## src/rtl/irt_pkg.sv

```systemverilog
package irt_pkg;

  typedef struct packed {
    logic [7:0] dest;
    logic       mask;
    logic       trig;
    logic       pol;
    logic [7:0] vec;
  } entry_t;

  localparam entry_t ENTRY_RST = '{dest: 8'h00, mask: 1'b1, trig: 1'b0,
                                   pol: 1'b0, vec: 8'h00};

  localparam int unsigned LO_VEC_LSB = 0;
  localparam int unsigned LO_POL_BIT = 13;
  localparam int unsigned LO_PND_BIT = 14;
  localparam int unsigned LO_TRG_BIT = 15;
  localparam int unsigned LO_MSK_BIT = 16;
  localparam int unsigned HI_DST_LSB = 24;

  function automatic logic [31:0] low_word(entry_t e, logic pend);
    logic [31:0] w;
    w = '0;
    w[LO_VEC_LSB +: 8] = e.vec;
    w[LO_POL_BIT]      = e.pol;
    w[LO_PND_BIT]      = pend;
    w[LO_TRG_BIT]      = e.trig;
    w[LO_MSK_BIT]      = e.mask;
    return w;
  endfunction

  function automatic logic [31:0] high_word(entry_t e);
    logic [31:0] w;
    w = '0;
    w[HI_DST_LSB +: 8] = e.dest;
    return w;
  endfunction

  function automatic entry_t apply_low(entry_t e, logic [31:0] w);
    entry_t r;
    r      = e;
    r.vec  = w[LO_VEC_LSB +: 8];
    r.pol  = w[LO_POL_BIT];
    r.trig = w[LO_TRG_BIT];
    r.mask = w[LO_MSK_BIT];
    return r;
  endfunction

  function automatic entry_t apply_high(entry_t e, logic [31:0] w);
    entry_t r;
    r      = e;
    r.dest = w[HI_DST_LSB +: 8];
    return r;
  endfunction

endpackage

```

## src/rtl/irt_regfile.sv

```systemverilog
module irt_regfile
  import irt_pkg::*;
#(
  parameter int unsigned NPINS    = 16,
  parameter int unsigned ADDR_W   = 8,
  parameter int unsigned IDX_OFF  = 0,
  parameter int unsigned WIN_OFF  = 16,
  parameter int unsigned BASE_IDX = 16
) (
  input  logic                  clk,
  input  logic                  rst_n,
  input  logic                  bus_sel,
  input  logic                  bus_wr,
  input  logic [ADDR_W-1:0]     bus_addr,
  input  logic [31:0]           bus_wdata,
  output logic [31:0]           bus_rdata,
  input  logic [NPINS-1:0]      pend,
  output entry_t [NPINS-1:0]    cfg
);

  localparam int unsigned PW     = $clog2(NPINS);
  localparam logic [7:0]  NPINS_B = 8'(NPINS);
  localparam logic [7:0]  BASE_B  = 8'(BASE_IDX);

  logic [7:0]    idx_q;
  logic [7:0]    off;
  logic          hit;
  logic          word_hi;
  logic [PW-1:0] psel;
  logic          acc_idx;
  logic          acc_win;
  logic          wr_idx;
  logic          wr_win;
  logic          unused_wdata;

  assign off     = idx_q - BASE_B;
  assign hit     = (idx_q >= BASE_B) && ({1'b0, off[7:1]} < NPINS_B);
  assign word_hi = off[0];
  assign psel    = off[PW:1];
  assign acc_idx = bus_sel && (bus_addr == ADDR_W'(IDX_OFF));
  assign acc_win = bus_sel && (bus_addr == ADDR_W'(WIN_OFF));
  assign wr_idx  = acc_idx && bus_wr;
  assign wr_win  = acc_win && bus_wr && hit;
  assign unused_wdata = ^bus_wdata;

  always_ff @(posedge clk) begin
    if (!rst_n) begin
      idx_q <= '0;
      for (int n = 0; n < NPINS; n++) cfg[n] <= ENTRY_RST;
    end else begin
      if (wr_idx) idx_q <= bus_wdata[7:0];
      for (int n = 0; n < NPINS; n++) begin
        if (wr_win && (psel == PW'(n))) begin
          if (word_hi) cfg[n] <= apply_high(cfg[n], bus_wdata);
          else         cfg[n] <= apply_low(cfg[n], bus_wdata);
        end
      end
    end
  end

  always_comb begin
    bus_rdata = '0;
    if (acc_idx && !bus_wr) begin
      bus_rdata = {24'h0, idx_q};
    end else if (acc_win && !bus_wr && hit) begin
      bus_rdata = word_hi ? high_word(cfg[psel])
                          : low_word(cfg[psel], pend[psel]);
    end
  end


  window_ignore_chk: assert property (@(posedge clk) disable iff (!rst_n)
    (acc_win && bus_wr && !hit) |=> $stable(cfg));

endmodule

```

## src/rtl/irt_pin.sv

```systemverilog
module irt_pin
  import irt_pkg::*;
(
  input  logic       clk,
  input  logic       rst_n,
  input  logic       irq,
  input  entry_t     cfg,
  input  logic       eoi_valid,
  input  logic [7:0] eoi_vector,
  input  logic       take,
  output logic       req,
  output logic       pend
);

  logic active;
  logic active_q;
  logic rise;
  logic edge_q;
  logic eoi_hit;
  logic unused_cfg;

  assign active  = irq ^ cfg.pol;
  assign rise    = active && !active_q;
  assign eoi_hit = eoi_valid && (eoi_vector == cfg.vec);
  assign unused_cfg = ^cfg.dest;

  always_ff @(posedge clk) begin
    if (!rst_n) begin
      active_q <= 1'b0;
      edge_q   <= 1'b0;
      pend     <= 1'b0;
    end else begin
      active_q <= active;
      if (cfg.mask || cfg.trig) edge_q <= 1'b0;
      else if (rise)            edge_q <= 1'b1;
      else if (take)            edge_q <= 1'b0;
      if (!cfg.trig)            pend <= 1'b0;
      else if (take)            pend <= 1'b1;
      else if (eoi_hit)         pend <= 1'b0;
    end
  end

  assign req = cfg.trig ? (active && !cfg.mask && !pend)
                        : (edge_q && !cfg.mask);


  masked_take_chk: assert property (@(posedge clk) disable iff (!rst_n)
    !(take && cfg.mask));


  pend_cause_chk: assert property (@(posedge clk) disable iff (!rst_n)
    $rose(pend) |-> $past(take));

endmodule

```

## src/rtl/irt_arbiter.sv

```systemverilog
module irt_arbiter #(
  parameter int unsigned NPINS = 16,
  localparam int unsigned PW   = $clog2(NPINS)
) (
  input  logic             clk,
  input  logic             rst_n,
  input  logic [NPINS-1:0] req,
  input  logic             free,
  output logic [NPINS-1:0] take,
  output logic [PW-1:0]    sel,
  output logic             fire
);

  function automatic logic [PW-1:0] lowest_index(logic [NPINS-1:0] r);
    logic [PW-1:0] s;
    s = '0;
    for (int i = NPINS - 1; i >= 0; i--) begin
      if (r[i]) s = PW'(i);
    end
    return s;
  endfunction

  assign sel  = lowest_index(req);
  assign fire = free && (|req);

  always_comb begin
    take = '0;
    if (fire) take[sel] = 1'b1;
  end


  grant_onehot_chk: assert property (@(posedge clk) disable iff (!rst_n)
    $onehot0(take));


  grant_req_chk: assert property (@(posedge clk) disable iff (!rst_n)
    (take & ~req) == '0);

endmodule

```

## src/rtl/irq_route_table.sv

```systemverilog
module irq_route_table
  import irt_pkg::*;
#(
  parameter int unsigned NPINS    = 16,
  parameter int unsigned ADDR_W   = 8,
  parameter int unsigned IDX_OFF  = 0,
  parameter int unsigned WIN_OFF  = 16,
  parameter int unsigned BASE_IDX = 16
) (
  input  logic              clk,
  input  logic              rst_n,
  input  logic              bus_sel,
  input  logic              bus_wr,
  input  logic [ADDR_W-1:0] bus_addr,
  input  logic [31:0]       bus_wdata,
  output logic [31:0]       bus_rdata,
  input  logic [NPINS-1:0]  irq_in,
  input  logic              eoi_valid,
  input  logic [7:0]        eoi_vector,
  output logic              dlv_valid,
  input  logic              dlv_ready,
  output logic [7:0]        dlv_vector,
  output logic [7:0]        dlv_dest
);

  localparam int unsigned PW = $clog2(NPINS);

  entry_t [NPINS-1:0] cfg;
  logic   [NPINS-1:0] req;
  logic   [NPINS-1:0] pend;
  logic   [NPINS-1:0] take;
  logic   [PW-1:0]    sel;
  logic               fire;
  logic               out_free;

  irt_regfile #(
    .NPINS(NPINS), .ADDR_W(ADDR_W), .IDX_OFF(IDX_OFF),
    .WIN_OFF(WIN_OFF), .BASE_IDX(BASE_IDX)
  ) u_regs (
    .clk(clk), .rst_n(rst_n), .bus_sel(bus_sel), .bus_wr(bus_wr),
    .bus_addr(bus_addr), .bus_wdata(bus_wdata), .bus_rdata(bus_rdata),
    .pend(pend), .cfg(cfg)
  );

  for (genvar n = 0; n < NPINS; n++) begin : g_pin
    irt_pin u_pin (
      .clk(clk), .rst_n(rst_n), .irq(irq_in[n]), .cfg(cfg[n]),
      .eoi_valid(eoi_valid), .eoi_vector(eoi_vector),
      .take(take[n]), .req(req[n]), .pend(pend[n])
    );
  end

  assign out_free = !dlv_valid || dlv_ready;

  irt_arbiter #(.NPINS(NPINS)) u_arb (
    .clk(clk), .rst_n(rst_n), .req(req), .free(out_free),
    .take(take), .sel(sel), .fire(fire)
  );

  always_ff @(posedge clk) begin
    if (!rst_n) begin
      dlv_valid  <= 1'b0;
      dlv_vector <= '0;
      dlv_dest   <= '0;
    end else if (fire) begin
      dlv_valid  <= 1'b1;
      dlv_vector <= cfg[sel].vec;
      dlv_dest   <= cfg[sel].dest;
    end else if (dlv_ready) begin
      dlv_valid  <= 1'b0;
    end
  end


  stall_hold_chk: assert property (@(posedge clk) disable iff (!rst_n)
    (dlv_valid && !dlv_ready) |=>
      (dlv_valid && $stable(dlv_vector) && $stable(dlv_dest)));


  reset_idle_chk: assert property (@(posedge clk)
    !rst_n |=> !dlv_valid);

endmodule

```

## config.mk

```make
export PLATFORM = sky130hd
export DESIGN_NAME = irq_route_table
export DESIGN_NICKNAME = d
export VERILOG_FILES = /design/src/rtl/irt_pkg.sv /design/src/rtl/irt_regfile.sv /design/src/rtl/irt_pin.sv /design/src/rtl/irt_arbiter.sv /design/src/rtl/irq_route_table.sv
export SDC_FILE = /design/constraint.sdc
export NUM_CORES = 1
export LEC_CHECK = 0
export BUFFER_PORTS_ARGS = -buffer_cell sky130_fd_sc_hd__buf_2
export CORE_ASPECT_RATIO = 2
export CORE_UTILIZATION = 64
export CTS_BUF_LIST = sky130_fd_sc_hd__clkbuf_8
export DETAILED_ROUTE_END_ITERATION = 16
export HOLD_SLACK_MARGIN = 0.1
export PLACE_DENSITY_LB_ADDON = 0.12
export SLEW_MARGIN = 5
export SYNTH_ARGS = -nofsm -noshare
export SYNTH_HDL_FRONTEND = slang
export SYNTH_SLANG_ARGS = --single-unit
```

## constraint.sdc

```tcl
create_clock -name clk -period 4.3 [get_ports clk]
set_input_delay 0.86 -clock clk [delete_from_list [all_inputs] [get_ports clk]]
set_output_delay 0.86 -clock clk [all_outputs]
set_load 0.03 [all_outputs]
```

==> qor.json <==
{
  "yosysSeqAreaShare": {"value": 36.5, "unit": "%"},
  "clock_network_latency_to_the_later_pin_of_the_worst_skew_pair": {"value": 0.67, "unit": "ns"},
  "floorplan.die.height": {"value": 256, "unit": "µm"},
  "placement_rows": {"value": 92},
  "synthesis.instances": {"value": 2263},
  "tightestPinTransition": {"value": 1.14, "unit": "ns"},
  "critPathCaptureType": {"value": "output pin"},
  "ys_top_cells_by_area": {"value": "dfxtp_1, mux2i_1, mux4_2"},
  "grt_start_max_net_pins": {"value": 147},
  "cts-root-to-sink-buffers": {"value": 3},
  "synth_cell_type_count": {"value": 73},
  "postSynth.topFlopCell": {"value": "dfxtp_1"},
  "antenna_violating_nets_post_route": {"value": 0},
  "startpoint_type": {"value": "register"},
  "route.detailed.drc": {"value": 0},
  "power.density_cell_area": {"value": 296, "unit": "mW/mm²"},
  "clk_transition_reported_paths": {"value": 0.07, "unit": "ns"},
  "async_flop_share": {"value": 0, "unit": "%"},
  "drt_wl_total": {"value": 78.4, "unit": "mm"},
  "max_slew_margin": {"value": 24.1, "unit": "%"},
  "synth.ff_latch_count": {"value": 377},
  "dr.first_iter.drc_count": {"value": 1861},
  "placed_wire_length_estimate": {"value": 54.1, "unit": "mm"},
  "leakagePower": {"value": 0.00841, "unit": "µW"},
  "final-setup-viol-count": {"value": 0},
  "io_pins": {"value": 119},
  "numCtsBuffers": {"value": 54},
  "drt_first_pass_iters": {"value": 7},
  "synth-edff-count": {"value": 0},
  "clock_sinks": {"value": 377},
  "synth_warnings": {"value": 0},
  "core_region_area": {"value": 0.0317, "unit": "mm²"},
  "min_path_type": {"value": "register to register"},
  "critPathMostFrequentCell": {"value": "mux4_2"},
  "critical_path.top_delay_family": {"value": "multiplexers"},
  "placement.io_buffers": {"value": 93},
  "antenna_found_initial": {"value": 5},
  "routed-via-count": {"value": 19420},
  "overflow": {"value": 0},
  "critPathSlowestCell": {"value": "dfxtp_4"},
  "finalHoldViolations": {"value": 0},
  "yosysTopAreaCell": {"value": "dfxtp_1"},
  "cp_cell_sequence": {"value": "mux4_2, mux4_2, and3_1, buf_2"},
  "routability_congestion_estimate_from_global_placement": {"value": 1.06},
  "area_overhead_of_the_layout_relative_to_synthesis": {"value": 9.95, "unit": "%"},
  "initial_core_util": {"value": 65.3, "unit": "%"},
  "timing.setup.tns": {"value": 0, "unit": "ns"},
  "crit_share_post_route": {"value": 96.8, "unit": "%"},
  "unrepaired_setup_endpoints_after_global_routing": {"value": "no"},
  "critPathMaxStageDelay": {"value": 0.99, "unit": "ns"},
  "chipWidth": {"value": 129, "unit": "µm"},
  "avgViaCountPerCell": {"value": 7.04},
  "worst_ir_drop_vdd": {"value": 261, "unit": "µV"},
  "h_tree_lvl_count": {"value": 2},
  "final_nets": {"value": 2363},
  "layout-drive-gt1-share": {"value": 17.0, "unit": "%"},
  "grt.total_usage": {"value": 48.5, "unit": "%"},
  "cp_num_buf_inv": {"value": 1},
  "cts-root-buf": {"value": "clkbuf_8"},
  "worst-setup-path-type": {"value": "register to output pin"},
  "fmaxAchievable": {"value": 240, "unit": "MHz"},
  "cts_tree": {"value": "built"},
  "maximum_fanout_count_along_the_critical_path": {"value": 56},
  "grt_first_pass_wirelength": {"value": 117, "unit": "mm"},
  "post_cts_buffers": {"value": 0},
  "status": {"value": "complete, no violations"},
  "fin_worst_skew": {"value": 0.0451, "unit": "ns"},
  "cap_viol_max_count": {"value": 0},
  "worstPathArrival": {"value": 3.30, "unit": "ns"},
  "yosysTopAreaCellShare": {"value": 36.5, "unit": "%"},
  "slew_viol_final": {"value": 0},
  "fin_crit": {"value": 4.16, "unit": "ns"},
  "grt_pass1_vias": {"value": 19210},
  "required": {"value": 3.44, "unit": "ns"},
  "floorplan.die_area": {"value": 0.0331, "unit": "mm²"},
  "avgSynthCellArea": {"value": 9.13, "unit": "µm²"},
  "finalPower": {"value": 6740, "unit": "µW"},
  "ctsHoldBuffers": {"value": 0},
  "synthesis.area": {"value": 0.0207, "unit": "mm²"},
  "detail_route.wl_per_cell": {"value": 28.4, "unit": "µm"},
  "ctsResizeCount": {"value": 0}
}
[flip-flops by register name (all words and copies together), names as in the netlist]
register and flops:
u_regs.cfg 304, g_pin.u_pin.active_q 16, g_pin.u_pin.edge_q 16, g_pin.u_pin.pend 16, dlv_dest 8, dlv_vector 8, u_regs.idx_q 8, dlv_valid 1
[Yosys cell counts, types with 32 or more instances]
cell      instances
a21oi_1         140
clkbuf_1        148
nor2_1          289
mux2i_1         244
xnor2_1          32
nand3_1         145
nand2_1         202
xor2_1          116
mux4_2          100
dfxtp_1         377
nor4_1           35
[power by group]
part | internal [µW] | leakage [µW] | switching (µW)
Clock | 1470 | 0.000627 | 1460
Sequential | 3500 | 0.00304 | 2.80
Combinational | 72.2 | 0.00474 | 229
[path summary, 6_finish.rpt]
| check | end | cells after the start | start | slack, ns |
|---|---|---|---|---|
| setup reg to reg | dlv_vector[0] | 9 | u_regs.cfg[179] | 0.46 |
| setup / recovery | bus_rdata[31] | 4 | u_regs.idx_q[2] | 0.14 |
| hold / removal | u_regs.cfg[50] | 2 | u_regs.cfg[50] | 0.47 |
| hold reg to reg | u_regs.cfg[50] | 2 | u_regs.cfg[50] | 0.47 |
[layout by cell type, fill, tap and decap left out, types with 17 or more instances in the layout]
master / n
nor2_1: 289
nor4_1: 32
buf_4: 79
a21oi_1: 139
o41ai_1: 17
nand3_1: 145
o21ai_0: 29
nand2_1: 202
dfxtp_1: 374
inv_1: 45
nand4_1: 22
xor2_1: 116
clkbuf_8: 71
mux2i_1: 244
mux4_2: 100
a31oi_1: 22
a222oi_1: 20
xnor2_1: 32
buf_2: 93
[stage by stage]
step	instances	hold WS [ns]	instance area (µm²)	setup slack, ns	util [%]
after floorplan	2274	0.442	20700	0.107	-
after global placement	2659	0.455	21600	0.467	68.3
after detailed placement	2659	0.461	21600	0.386	68.3
after CTS	2756	0.469	22700	0.268	71.8
after global routing	2757	0.488	22700	0.112	71.8
final	2759	0.471	22700	0.140	71.8
[worst min-delay path, delay by kind of cell (launching register included)]
kind | cells | cell delay (ns)
AO/OA/AOI/OAI | 1 | 0.05
AND/OR/NAND/NOR | 1 | 0.05
flip-flops | 1 | 0.32
[metal layers]
metal  up-vias  part of all wire [%]  track usage (%)
met1      9255                    31             48.7
met4         6                    13             51.8
met3       551                   9.8             14.3
met5         -                 0.043                0
met2      1410                    46             76.1
li1       8198                     -                -
[cells by family (layout without fill, tap and decap cells)]
group,after synthesis,count (layout),share of synthesized area [%]
simple gates,778,778,17.1
flops,377,377,36.5
compound gates,357,357,11.8
mux,351,351,23.1
buf+inv,250,309,5.19
xor+xnor,148,148,6.27
fa+ha+maj,1,1,0.0605
other cells,1,15,0.0181
[area by class of cell]
class | instances | area (µm²)
Timing Repair Buffer | 182 | 1260
Clock inverter | 26 | 115
Multi-Input combinational cell | 1647 | 12200
Tap cell | 423 | 529
Antenna cell | 3 | 7.51
Inverter | 30 | 120
Clock buffer | 71 | 977
Sequential cell | 377 | 7560
Fill cell | 2549 | 8930
Power figures use the tool's default switching activity.
